File: src/rtl/ssm_pkg.sv
package ssm_pkg;

  typedef enum logic [2:0] {
    OP_UNION = 3'd0,
    OP_INTER = 3'd1,
    OP_DIFF  = 3'd2,
    OP_LT    = 3'd3,
    OP_GT    = 3'd4,
    OP_LE    = 3'd5,
    OP_GE    = 3'd6
  } ssm_op_e;

  function automatic logic is_range(input ssm_op_e op);
    return (op == OP_LT) || (op == OP_GT) || (op == OP_LE) || (op == OP_GE);
  endfunction

endpackage

File: src/rtl/ssm_bound_cmp.sv
module ssm_bound_cmp
  import ssm_pkg::*;
#(
  parameter int KEY_W = 32
) (
  input  ssm_op_e          op,
  input  logic [KEY_W-1:0] key,
  input  logic [KEY_W-1:0] bound,
  output logic             keep
);

  logic lt, eq;

  assign lt = key < bound;
  assign eq = key == bound;

  always_comb begin
    unique case (op)
      OP_LT:   keep = lt;
      OP_GT:   keep = !lt && !eq;
      OP_LE:   keep = lt || eq;
      OP_GE:   keep = !lt;
      default: keep = 1'b0;
    endcase
  end

endmodule

File: src/rtl/ssm_core.sv
module ssm_core
  import ssm_pkg::*;
#(
  parameter int KEY_W = 32,
  parameter int VAL_W = 32
) (
  input  logic             clk,
  input  logic             rst,
  input  ssm_op_e          op,
  input  logic [KEY_W-1:0] bound,
  input  logic             go,
  input  logic             a_valid,
  input  logic [KEY_W-1:0] a_key,
  input  logic [VAL_W-1:0] a_val,
  input  logic             a_end,
  input  logic             b_valid,
  input  logic [KEY_W-1:0] b_key,
  input  logic [VAL_W-1:0] b_val,
  input  logic             b_end,
  output logic             a_take,
  output logic             b_take,
  output logic             wr_en,
  output logic [KEY_W-1:0] wr_key,
  output logic [VAL_W-1:0] wr_val,
  output logic             finished
);

  logic range_op, a_gone, b_gone, keep;

  assign range_op = is_range(op);
  assign a_gone   = a_end && !a_valid;
  assign b_gone   = b_end && !b_valid;
  assign finished = range_op ? a_gone : (a_gone && b_gone);

  ssm_bound_cmp #(.KEY_W(KEY_W)) u_cmp (
    .op   (op),
    .key  (a_key),
    .bound(bound),
    .keep (keep)
  );

  always_comb begin
    a_take = 1'b0;
    b_take = 1'b0;
    wr_en  = 1'b0;
    if (go) begin
      if (range_op) begin
        if (a_valid) begin
          a_take = 1'b1;
          wr_en  = keep;
        end
      end else if (a_valid && b_valid) begin
        if (a_key < b_key) begin
          a_take = 1'b1;
          wr_en  = (op == OP_UNION) || (op == OP_DIFF);
        end else if (a_key > b_key) begin
          b_take = 1'b1;
          wr_en  = (op == OP_UNION);
        end else begin
          a_take = 1'b1;
          b_take = 1'b1;
          wr_en  = (op == OP_UNION) || (op == OP_INTER);
        end
      end else if (a_valid && b_gone) begin
        a_take = 1'b1;
        wr_en  = (op == OP_UNION) || (op == OP_DIFF);
      end else if (b_valid && a_gone) begin
        b_take = 1'b1;
        wr_en  = (op == OP_UNION);
      end
    end
  end

  assign wr_key = (b_take && !a_take) ? b_key : a_key;
  assign wr_val = (b_take && !a_take) ? b_val : a_val;


  inter_both_chk: assert property (@(posedge clk) disable iff (rst)
    (wr_en && op == OP_INTER) |-> (a_take && b_take));

endmodule

File: src/rtl/ssm_rbuf.sv
module ssm_rbuf #(
  parameter int KEY_W = 32,
  parameter int VAL_W = 32,
  parameter int DEPTH = 8
) (
  input  logic             clk,
  input  logic             rst,
  input  logic             wr_en,
  input  logic [KEY_W-1:0] wr_key,
  input  logic [VAL_W-1:0] wr_val,
  input  logic             rd_ready,
  output logic             rd_valid,
  output logic [KEY_W-1:0] rd_key,
  output logic [VAL_W-1:0] rd_val,
  output logic             room,
  output logic             empty,
  output logic             flush
);

  localparam int PTR_W = (DEPTH > 1) ? $clog2(DEPTH) : 1;
  localparam int CNT_W = $clog2(DEPTH + 1);
  localparam int ENT_W = KEY_W + VAL_W;
  localparam logic [CNT_W-1:0] FULL = CNT_W'(DEPTH);
  localparam logic [PTR_W-1:0] LAST = PTR_W'(DEPTH - 1);

  logic [ENT_W-1:0] mem [DEPTH];
  logic [PTR_W-1:0] wr_ptr, rd_ptr;
  logic [CNT_W-1:0] count, cnt_nxt;
  logic             flush_q, rd_fire;

  assign rd_valid = count != '0;
  assign empty    = count == '0;
  assign rd_fire  = rd_valid && rd_ready;
  assign room     = !flush_q && (count < FULL);
  assign flush    = flush_q;
  assign rd_key   = mem[rd_ptr][ENT_W-1:VAL_W];
  assign rd_val   = mem[rd_ptr][VAL_W-1:0];

  always_ff @(posedge clk) begin
    if (wr_en) mem[wr_ptr] <= {wr_key, wr_val};
  end

  always_comb begin
    cnt_nxt = count;
    if (wr_en && !rd_fire)      cnt_nxt = count + 1'b1;
    else if (!wr_en && rd_fire) cnt_nxt = count - 1'b1;
  end

  always_ff @(posedge clk) begin
    if (rst) begin
      wr_ptr  <= '0;
      rd_ptr  <= '0;
      count   <= '0;
      flush_q <= 1'b0;
    end else begin
      if (wr_en)   wr_ptr <= (wr_ptr == LAST) ? '0 : wr_ptr + 1'b1;
      if (rd_fire) rd_ptr <= (rd_ptr == LAST) ? '0 : rd_ptr + 1'b1;
      count <= cnt_nxt;
      if (cnt_nxt == FULL)    flush_q <= 1'b1;
      else if (cnt_nxt == '0) flush_q <= 1'b0;
    end
  end


  no_overflow_chk: assert property (@(posedge clk) disable iff (rst)
    wr_en |-> (count < FULL));


  flush_at_full_chk: assert property (@(posedge clk) disable iff (rst)
    $rose(flush_q) |-> (count == FULL));


  hold_stable_chk: assert property (@(posedge clk) disable iff (rst)
    (rd_valid && !rd_ready) |=> (rd_valid && $stable(rd_key) && $stable(rd_val)));

endmodule

File: src/rtl/ssm_unit.sv
module ssm_unit
  import ssm_pkg::*;
#(
  parameter int KEY_W   = 32,
  parameter int VAL_W   = 32,
  parameter int R_DEPTH = 8
) (
  input  logic             clk,
  input  logic             rst,
  input  logic             op_start,
  input  logic [2:0]       op_mode,
  input  logic [KEY_W-1:0] op_bound,
  input  logic             a_valid,
  output logic             a_ready,
  input  logic [KEY_W-1:0] a_key,
  input  logic [VAL_W-1:0] a_val,
  input  logic             a_end,
  input  logic             b_valid,
  output logic             b_ready,
  input  logic [KEY_W-1:0] b_key,
  input  logic [VAL_W-1:0] b_val,
  input  logic             b_end,
  output logic             r_valid,
  input  logic             r_ready,
  output logic [KEY_W-1:0] r_key,
  output logic [VAL_W-1:0] r_val,
  output logic             flush_req,
  output logic             op_done
);

  ssm_op_e          op_q;
  logic [KEY_W-1:0] bound_q;
  logic             busy, done_q;
  logic             room, empty, finished;
  logic             wr_en, a_take, b_take;
  logic [KEY_W-1:0] wr_key;
  logic [VAL_W-1:0] wr_val;

  ssm_core #(.KEY_W(KEY_W), .VAL_W(VAL_W)) u_core (
    .clk     (clk),
    .rst     (rst),
    .op      (op_q),
    .bound   (bound_q),
    .go      (busy && room),
    .a_valid (a_valid),
    .a_key   (a_key),
    .a_val   (a_val),
    .a_end   (a_end),
    .b_valid (b_valid),
    .b_key   (b_key),
    .b_val   (b_val),
    .b_end   (b_end),
    .a_take  (a_take),
    .b_take  (b_take),
    .wr_en   (wr_en),
    .wr_key  (wr_key),
    .wr_val  (wr_val),
    .finished(finished)
  );

  ssm_rbuf #(.KEY_W(KEY_W), .VAL_W(VAL_W), .DEPTH(R_DEPTH)) u_rbuf (
    .clk     (clk),
    .rst     (rst),
    .wr_en   (wr_en),
    .wr_key  (wr_key),
    .wr_val  (wr_val),
    .rd_ready(r_ready),
    .rd_valid(r_valid),
    .rd_key  (r_key),
    .rd_val  (r_val),
    .room    (room),
    .empty   (empty),
    .flush   (flush_req)
  );

  assign a_ready = a_take;
  assign b_ready = b_take;
  assign op_done = done_q;

  always_ff @(posedge clk) begin
    if (rst) begin
      busy    <= 1'b0;
      done_q  <= 1'b0;
      op_q    <= OP_UNION;
      bound_q <= '0;
    end else begin
      done_q <= 1'b0;
      if (!busy && op_start) begin
        busy    <= 1'b1;
        op_q    <= ssm_op_e'(op_mode);
        bound_q <= op_bound;
      end else if (busy && finished && empty) begin
        busy   <= 1'b0;
        done_q <= 1'b1;
      end
    end
  end

  logic             seen_out;
  logic [KEY_W-1:0] prev_key;

  always_ff @(posedge clk) begin
    if (rst) begin
      seen_out <= 1'b0;
      prev_key <= '0;
    end else if (!busy && op_start) begin
      seen_out <= 1'b0;
    end else if (r_valid && r_ready) begin
      seen_out <= 1'b1;
      prev_key <= r_key;
    end
  end


  ascending_chk: assert property (@(posedge clk) disable iff (rst)
    (r_valid && r_ready && seen_out) |-> (r_key > prev_key));


  flush_stall_chk: assert property (@(posedge clk) disable iff (rst)
    flush_req |-> (!a_ready && !b_ready));


  range_no_b_chk: assert property (@(posedge clk) disable iff (rst)
    (busy && is_range(op_q)) |-> !b_ready);


  done_pulse_chk: assert property (@(posedge clk) disable iff (rst)
    op_done |=> !op_done);

endmodule

File: config.mk
export PLATFORM = sky130hd
export DESIGN_NAME = ssm_unit
export DESIGN_NICKNAME = d
export VERILOG_FILES = /design/src/rtl/ssm_pkg.sv /design/src/rtl/ssm_bound_cmp.sv /design/src/rtl/ssm_core.sv /design/src/rtl/ssm_rbuf.sv /design/src/rtl/ssm_unit.sv
export SDC_FILE = /design/constraint.sdc
export NUM_CORES = 1
export LEC_CHECK = 0
export BUFFER_PORTS_ARGS = -buffer_cell sky130_fd_sc_hd__buf_2
export CORE_AREA = 2 2 211 213
export DETAILED_ROUTE_END_ITERATION = 12
export DIE_AREA = 0 0 213 215
export PLACE_DENSITY = 0.84
export SLEW_MARGIN = 20
export SYNTH_ARGS = -nofsm -noshare
export SYNTH_HDL_FRONTEND = slang
export SYNTH_SLANG_ARGS = --single-unit
File: constraint.sdc
create_clock -name clk -period 21.3 [get_ports clk]
set_input_delay 1.065 -clock clk [delete_from_list [all_inputs] [get_ports clk]]
set_output_delay 1.065 -clock clk [all_outputs]
set_load 0.02 [all_outputs]
==> flow_metrics.py, run 1 <==
metrics = {
    "synthesis": {
        "synthMuxAreaShare_pct": 17.0,
        "synth.distinct_cells": 57,
        "synth_top_family_by_area": "multiplexers",
        "synth_compound_area_share_pct": 3.38,
        "yosysTopAreaCell": "edfxtp_1",
        "ys_ff_latch": 563,
        "ys_seq_area_share_pct": 69.2,
        "async_flop_share_pct": 0,
        "syn_avg_cell_area_um2": 17.4,
        "synthXorXnorAreaFrac_pct": 0.111,
        "synth_top_cell_area_share_pct": 64.9,
        "synth-warning-count": 0,
        "postSynthCellCount": 1362,
        "synth_edf_count": 512,
        "synth-simple-area-share_pct": 4.43,
        "ys.flop_type": "edfxtp_1",
        "netlist_area_um2": 23700,
        "synth.net_count": 1603,
        "yosys.area_share.adder_pct": 3.78,
        "ys_top_cells_by_area": "edfxtp_1 65%, mux4_2 12%, mux2_2 4.7%",
    },
    "floorplanning": {
        "start_util_pct": 54.3,
        "rows": 77,
        "dieArea_um2": 45800,
        "die_h_um": 215,
        "pin_count": 240,
        "core_area_um2": 43600,
        "die_w_um": 213,
    },
    "clocking": {
        "clk_latency_ns": 0.60,
        "ctsResizeCount": 0,
        "clockBufferDepth": 3,
        "cts_made_buffers": 56,
        "clkSinkCount": 563,
        "cts_max_level": 2,
        "hold_buffers": 0,
        "clk_pin_slew_worst_paths_ns": 0.06,
        "cts_setup_buffers": 0,
        "cts_tree": "built",
        "root_buffer": "clkbuf_16",
    },
    "global_routing": {
        "grt_overflow": 0,
        "met1_usage_pct": 31.7,
        "grt_max_degree": 77,
        "antenna_found_initial": 0,
        "met3_usage_pct": 4.08,
        "grt.met2_usage_pct": 38.9,
        "grt_pass1_wl_mm": 80.6,
        "grt_use_total_pct": 23.4,
        "grt_pass1_vias": 13900,
        "top_usage_layer": "met2",
    },
    "sta": {
        "rsz0062_at_grt": "false",
        "clock_skew_ns": 0.0262,
        "max_slew_margin_pct": 21.9,
        "finalSetupTns_ns": 0,
        "worstMarginPinSlew_ns": 1.16,
        "period_minus_slack_ns": 4.85,
        "hold_viol_final": 0,
        "finalMaxSlewViolations": 0,
        "timing.final.crit_share_pct": 22.8,
        "finalSetupViolations": 0,
        "max_freq_ghz": 0.206,
    },
    "pwr": {
        "power_density_nw_per_um2": 104,
        "peakVddDrop_uv": 55.8,
        "p_leak_uw": 0.00946,
    },
    "layout": {
        "num_antenna_cells": 0,
        "finalNetCount": 1856,
        "nFillCells": 2985,
        "final_layout_size_suffix_gt1_share_pct": 35.4,
        "stdcell_count": 2252,
        "areaGrowthSynthToFinish_pct": 15.8,
        "final_area_um2": 27500,
    },
    "place": {
        "io_buffers": 239,
        "place_inst": 2147,
        "place_area_um2": 25600,
        "dpl.hpwl_mm": 31.8,
        "gp_congestion": 0.864,
    },
    "setup_path": {
        "cp.required_ns": 21.56,
        "timing.rr.end": "u_rbuf.mem[5][21]$_DFFE_PP_",
        "r2r_start": "bound_q[30]$_SDFFE_PP0P_",
        "crit_arrival_ns": 5.12,
        "crit_start": "b_key[31]",
        "reg2reg_depth": 11,
        "reg2reg_slack_ns": 17.03,
        "end_kind": "flip-flop",
        "path_max_fanout": 55,
        "start_kind": "primary input",
        "endpoint": "u_rbuf.mem[4][62]$_DFFE_PP_",
        "critPathKind": "primary input to flip-flop",
    },
    "hold_path": {
        "hold_path_class": "flip-flop to flip-flop",
    },
    "route": {
        "ant_nets": 0,
        "via_per_inst": 5.86,
        "routed_wl_mm": 52.6,
        "routed-via-count": 13200,
        "wl_per_cell_um": 23.3,
        "drtPass1Iterations": 5,
        "first_iter_violations": 1174,
        "drcViolationCount": 0,
    },
    "outcome": {
        "status": "finished clean",
    },
    "run": {
        "maxCapViolCount": 0,
    },
}
## metal layers
metal / part of all wire, % / wire, um / vias to the layer above
met5: 0 / 0 / -
met4: 2.8 / 1490 / 0
met3: 6.7 / 3500 / 100
met2: 50 / 26200 / 539
met1: 41 / 21400 / 6694
li1: - / - / 5874
## state kept, by name (all words and copies together) (netlist names), named ones only
register	flops
u_rbuf.mem	512
bound_q	32
u_rbuf.count	4
op_q	3
u_rbuf.rd_ptr	3
u_rbuf.wr_ptr	3
busy	1
op_done	1
u_rbuf.flush	1
## cell families after synthesis
| logic type | Yosys count |
|---|---|
| XOR/XNOR | 3 |
| flip-flops | 563 |
| AND/OR/NAND/NOR | 222 |
| AO/OA/AOI/OAI | 139 |
| multiplexers | 229 |
| adder cells (fa/ha/maj) | 72 |
| buffers and inverters | 134 |
## Yosys cell counts, types with 3 or more instances
cell,number
a211oi_1,5
a21o_1,4
a21oi_1,68
a221oi_1,3
and2_1,3
buf_1,21
buf_2,5
clkbuf_1,38
dfxtp_1,51
edfxtp_1,512
ha_1,70
inv_1,70
mux2_2,98
mux4_2,128
nand2_1,132
nand2b_1,4
nand3_1,13
nand3b_1,3
nand4_1,15
nor2_1,14
nor2b_1,3
nor3_1,7
nor3b_1,4
nor4_1,4
nor4b_1,3
o21ai_0,40
o21ai_1,3
or3_1,4
xnor2_1,3
## layout by cell type, fill, tap and decap left out, types with 13 or more instances in the layout
master,n
clkinv_1,16
dfxtp_1,48
inv_1,70
buf_2,239
nand3_1,13
o21ai_0,38
ha_1,70
buf_4,17
a21oi_1,68
clkbuf_16,57
nor2_1,13
edfxtp_1,512
mux4_2,128
nand4_1,15
nand2_1,132
mux2_2,98
## where the power goes
| part | internal, uW | switching [uW] |
|---|---|---|
| Clock | 560 | 403 |
| Sequential | 1270 | 36.7 |
| Combinational | 263 | 312 |
| Total | 2090 | 751 |
## per-stage QoR
step / power, uW / hold slack, ns / worst slack (ns) / utilization [%]
2_1_floorplan: 1740 / 0.436 / 11.04 / -
3_3_place_gp: 1890 / 0.444 / 16.16 / 58.7
3_5_place_dp: 1910 / 0.450 / 15.95 / 58.7
4_1_cts: 2870 / 0.459 / 16.56 / 62.8
5_1_grt: 2950 / 0.480 / 16.20 / 62.9
6_report: 2840 / 0.456 / 16.45 / 62.9
## layout make-up
cell class,instances,area [um^2],share of cell area (%)
Sequential cell,563,16400,59.8
Clock buffer,66,1460,5.32
Multi-Input combinational cell,665,6860,25.0
Clock inverter,37,332,1.21
Timing Repair Buffer,259,1390,5.06
Tap cell,592,741,2.70
Inverter,70,263,0.957
## critical path: stages
cell and delay [ns]:
buf_2 0.08, inv_1 0.05, ha_1 0.31, nand4_1 0.19
nor4_1 0.47, nor3b_2 0.41, a211o_1 0.22, nor4b_1 0.57
nand2b_4 0.42, buf_4 0.46, o21ai_0 0.82
## worst min-delay path by stage
stage / from / end / depth (start not counted)
after detailed placement: bound_q[9]$_SDFFE_PP0P_ / bound_q[9]$_SDFFE_PP0P_ / 2
after CTS: bound_q[9]$_SDFFE_PP0P_ / bound_q[9]$_SDFFE_PP0P_ / 2
after global placement: bound_q[27]$_SDFFE_PP0P_ / bound_q[27]$_SDFFE_PP0P_ / 2
after floorplan: bound_q[10]$_SDFFE_PP0P_ / bound_q[10]$_SDFFE_PP0P_ / 2
after global routing: bound_q[31]$_SDFFE_PP0P_ / bound_q[31]$_SDFFE_PP0P_ / 2
final: bound_q[27]$_SDFFE_PP0P_ / bound_q[27]$_SDFFE_PP0P_ / 2
No activity file was read; power rests on OpenSTA's default activity.
==> inputs of run 2 (changes only) <==
clock period = 5 ns   (was 21.3 ns; I/O delays follow)
==> flow_metrics.py, run 2 (synthesis results as in run 1) <==
metrics = {
    "outcome": {
        "status": "finished clean",
    },
    "layout": {
        "areaGrowthSynthToFinish_pct": 17.9,
        "largest_register_ffs": 512,
        "multiInputGateArea_um2": 6920,
        "ff_latch_area_um2": 16400,
        "postLayoutCoreUtil_pct": 64.1,
        "regMostFlops": "u_rbuf.mem",
        "final_common_cell": "edfxtp_1",
        "final_layout_size_suffix_gt1_share_pct": 35.3,
        "reg.largest.list": "u_rbuf.mem (512), bound_q (32), u_rbuf.count (4)",
        "nFillCells": 2928,
        "stdcell_count": 2299,
        "finalNetCount": 1898,
        "final_cell_mix": "512 x edfxtp_1, 239 x buf_2, 132 x nand2_1, 128 x mux4_2, 98 x mux2_2",
    },
    "pwr": {
        "p_seq_share_pct": 46.1,
        "internal_power_uw": 8860,
        "p_total_uw": 12100,
        "p_switching_uw": 3220,
        "power_density_nw_per_um2": 432,
        "switching_share_pct": 26.7,
        "combPwrFrac_pct": 20.3,
        "peakVddDrop_uv": 247,
        "clockPowerShare_pct": 33.6,
        "p_leak_uw": 0.00965,
    },
    "setup_path": {
        "cp.required_ns": 5.28,
        "cp_cell_sequence": "buf_2 > ha_1 > nand4_1 > nor4_1 > nor3b_2 > a211o_1 > nor4b_1 > nand2b_4 > buf_4 > o21ai_0",
        "critPathBufInv": 2,
        "path_max_fanout": 61,
        "critPathMaxStageDelay_ns": 0.73,
        "crit_arrival_ns": 4.11,
        "end_kind": "flip-flop",
        "slowest_stage": "o21ai_0",
        "start_kind": "primary input",
        "path_delay_family": "simple AND/OR/NAND/NOR gates",
        "critPathKind": "primary input to flip-flop",
    },
    "route": {
        "routed-via-count": 13400,
        "routed_wl_mm": 52.7,
        "first_iter_violations": 969,
        "via_per_inst": 5.83,
        "drcViolationCount": 0,
        "drtPass1Iterations": 5,
        "wl_per_cell_um": 22.9,
        "ant_nets": 0,
    },
    "sta": {
        "rsz0062_at_grt": "false",
        "timing.final.ws_setup_ns": 1.17,
        "timing.final.crit_share_pct": 76.7,
        "finalMaxSlewViolations": 0,
        "max_freq_ghz": 0.261,
        "worstMarginPinSlew_ns": 1.09,
        "period_minus_slack_ns": 3.83,
        "finalSetupViolations": 0,
        "hold_viol_final": 0,
        "max_slew_margin_pct": 26.8,
        "clock_skew_ns": 0.0204,
    },
    "clocking": {
        "cts_tree": "built",
        "clk_latency_ns": 0.60,
        "clkSinkCount": 563,
        "root_buffer": "clkbuf_16",
        "clockBufferDepth": 3,
        "cts_made_buffers": 57,
        "cts_max_level": 2,
        "clk_pin_slew_worst_paths_ns": 0.06,
        "cts_setup_buffers": 0,
    },
    "global_routing": {
        "antenna_found_initial": 2,
        "grt_pass1_vias": 14200,
        "grt_pass1_wl_mm": 80.5,
        "grt_max_degree": 67,
        "grt_use_total_pct": 23.5,
        "grt_overflow": 0,
    },
    "place": {
        "place_inst": 2152,
        "io_buffers": 239,
        "gp_congestion": 0.811,
        "dpl.hpwl_mm": 31.5,
        "pre_cts_ws_ns": 0.673,
    },
    "floorplanning": {
        "rows": 77,
        "die_w_um": 213,
        "pin_count": 240,
        "dieArea_um2": 45800,
        "start_util_pct": 54.3,
        "die_h_um": 215,
        "core_area_um2": 43600,
    },
    "run": {
        "maxCapViolCount": 0,
    },
    "hold_path": {
        "hold_path_class": "primary input to flip-flop",
    },
}
==> run 2: changes by cell type in the layout (fill, tap and decap cells not counted), moves of 3 or more <==
cell and change:
clkinvlp_4 +3, clkbuf_8 +4, clkinv_4 +3, clkinv_2 +5, buf_12 +6, bufinv_16 -3
clkinv_1 -5, dlygate4sd3_1 +38
==> run 2: power by group through the flow <==
stage / registers, uW / clock network [uW] / logic, uW
global placement: 5660 / 0 / 2390
global route: 5590 / 4320 / 2640
detailed placement: 5670 / 0 / 2440
CTS: 5580 / 4140 / 2480
finish: 5570 / 4060 / 2450
floorplan: 5550 / 0 / 1840
==> run 2: cell type report <==
class                   instances  area share, %
clock buffers                  68           5.39
well taps                     592           2.65
clock inverters                39           1.04
inverters                      70          0.940
diodes                          2         0.0179
repair buffers                300           6.53
flip-flops and latches        563           58.7
multi-input cells             665           24.7
==> run 2: worst paths after layout <==
| check | startpoint | to | slack (ns) | cells past startpoint |
|---|---|---|---|---|
| setup / recovery | a_key[30] | u_rbuf.mem[6][49]$_DFFE_PP_ | 1.17 | 10 |
| setup reg to reg | bound_q[25]$_SDFFE_PP0P_ | u_rbuf.mem[2][22]$_DFFE_PP_ | 1.17 | 11 |
| hold reg to reg | bound_q[21]$_SDFFE_PP0P_ | bound_q[21]$_SDFFE_PP0P_ | 0.45 | 2 |
| hold / removal | a_val[12] | u_rbuf.mem[4][12]$_DFFE_PP_ | 0.06 | 2 |
==> run 2: timing repair <==
action                    CTS  global route
hold endpoints to repair   38             0
gates resized for setup     0             0
hold buffers               38             0
==> run 2: layer usage <==
metal,share of wire [%],global-route usage (%),vias to the layer above
met5,0,0,-
met4,2.4,6.71,0
met3,7.0,4.53,83
met1,40,30.8,6831
li1,-,-,5967
met2,50,40.1,530
==> run 2: worst reg2reg max path: stages (launching register included) <==
cell and delay [ns]:
dfxtp_1 0.33, inv_1 0.05, ha_1 0.32, nand4_1 0.14, or4_1 0.56, nor4_2 0.29
o32ai_1 0.13, nor2_1 0.15, o211a_4 0.23, nand2_2 0.30, nor4b_4 0.48, buf_4 0.48
==> run 2: through the flow <==
stage / cell area, um^2 / hold WS [ns] / setup TNS [ns]
CTS: 27900 / 0.0199 / 0
detailed placement: 25800 / 0.448 / 0
floorplan: 23800 / 0.370 / -49.35
global placement: 25800 / 0.447 / 0
global route: 28000 / 0.0452 / 0
finish: 28000 / 0.0577 / 0
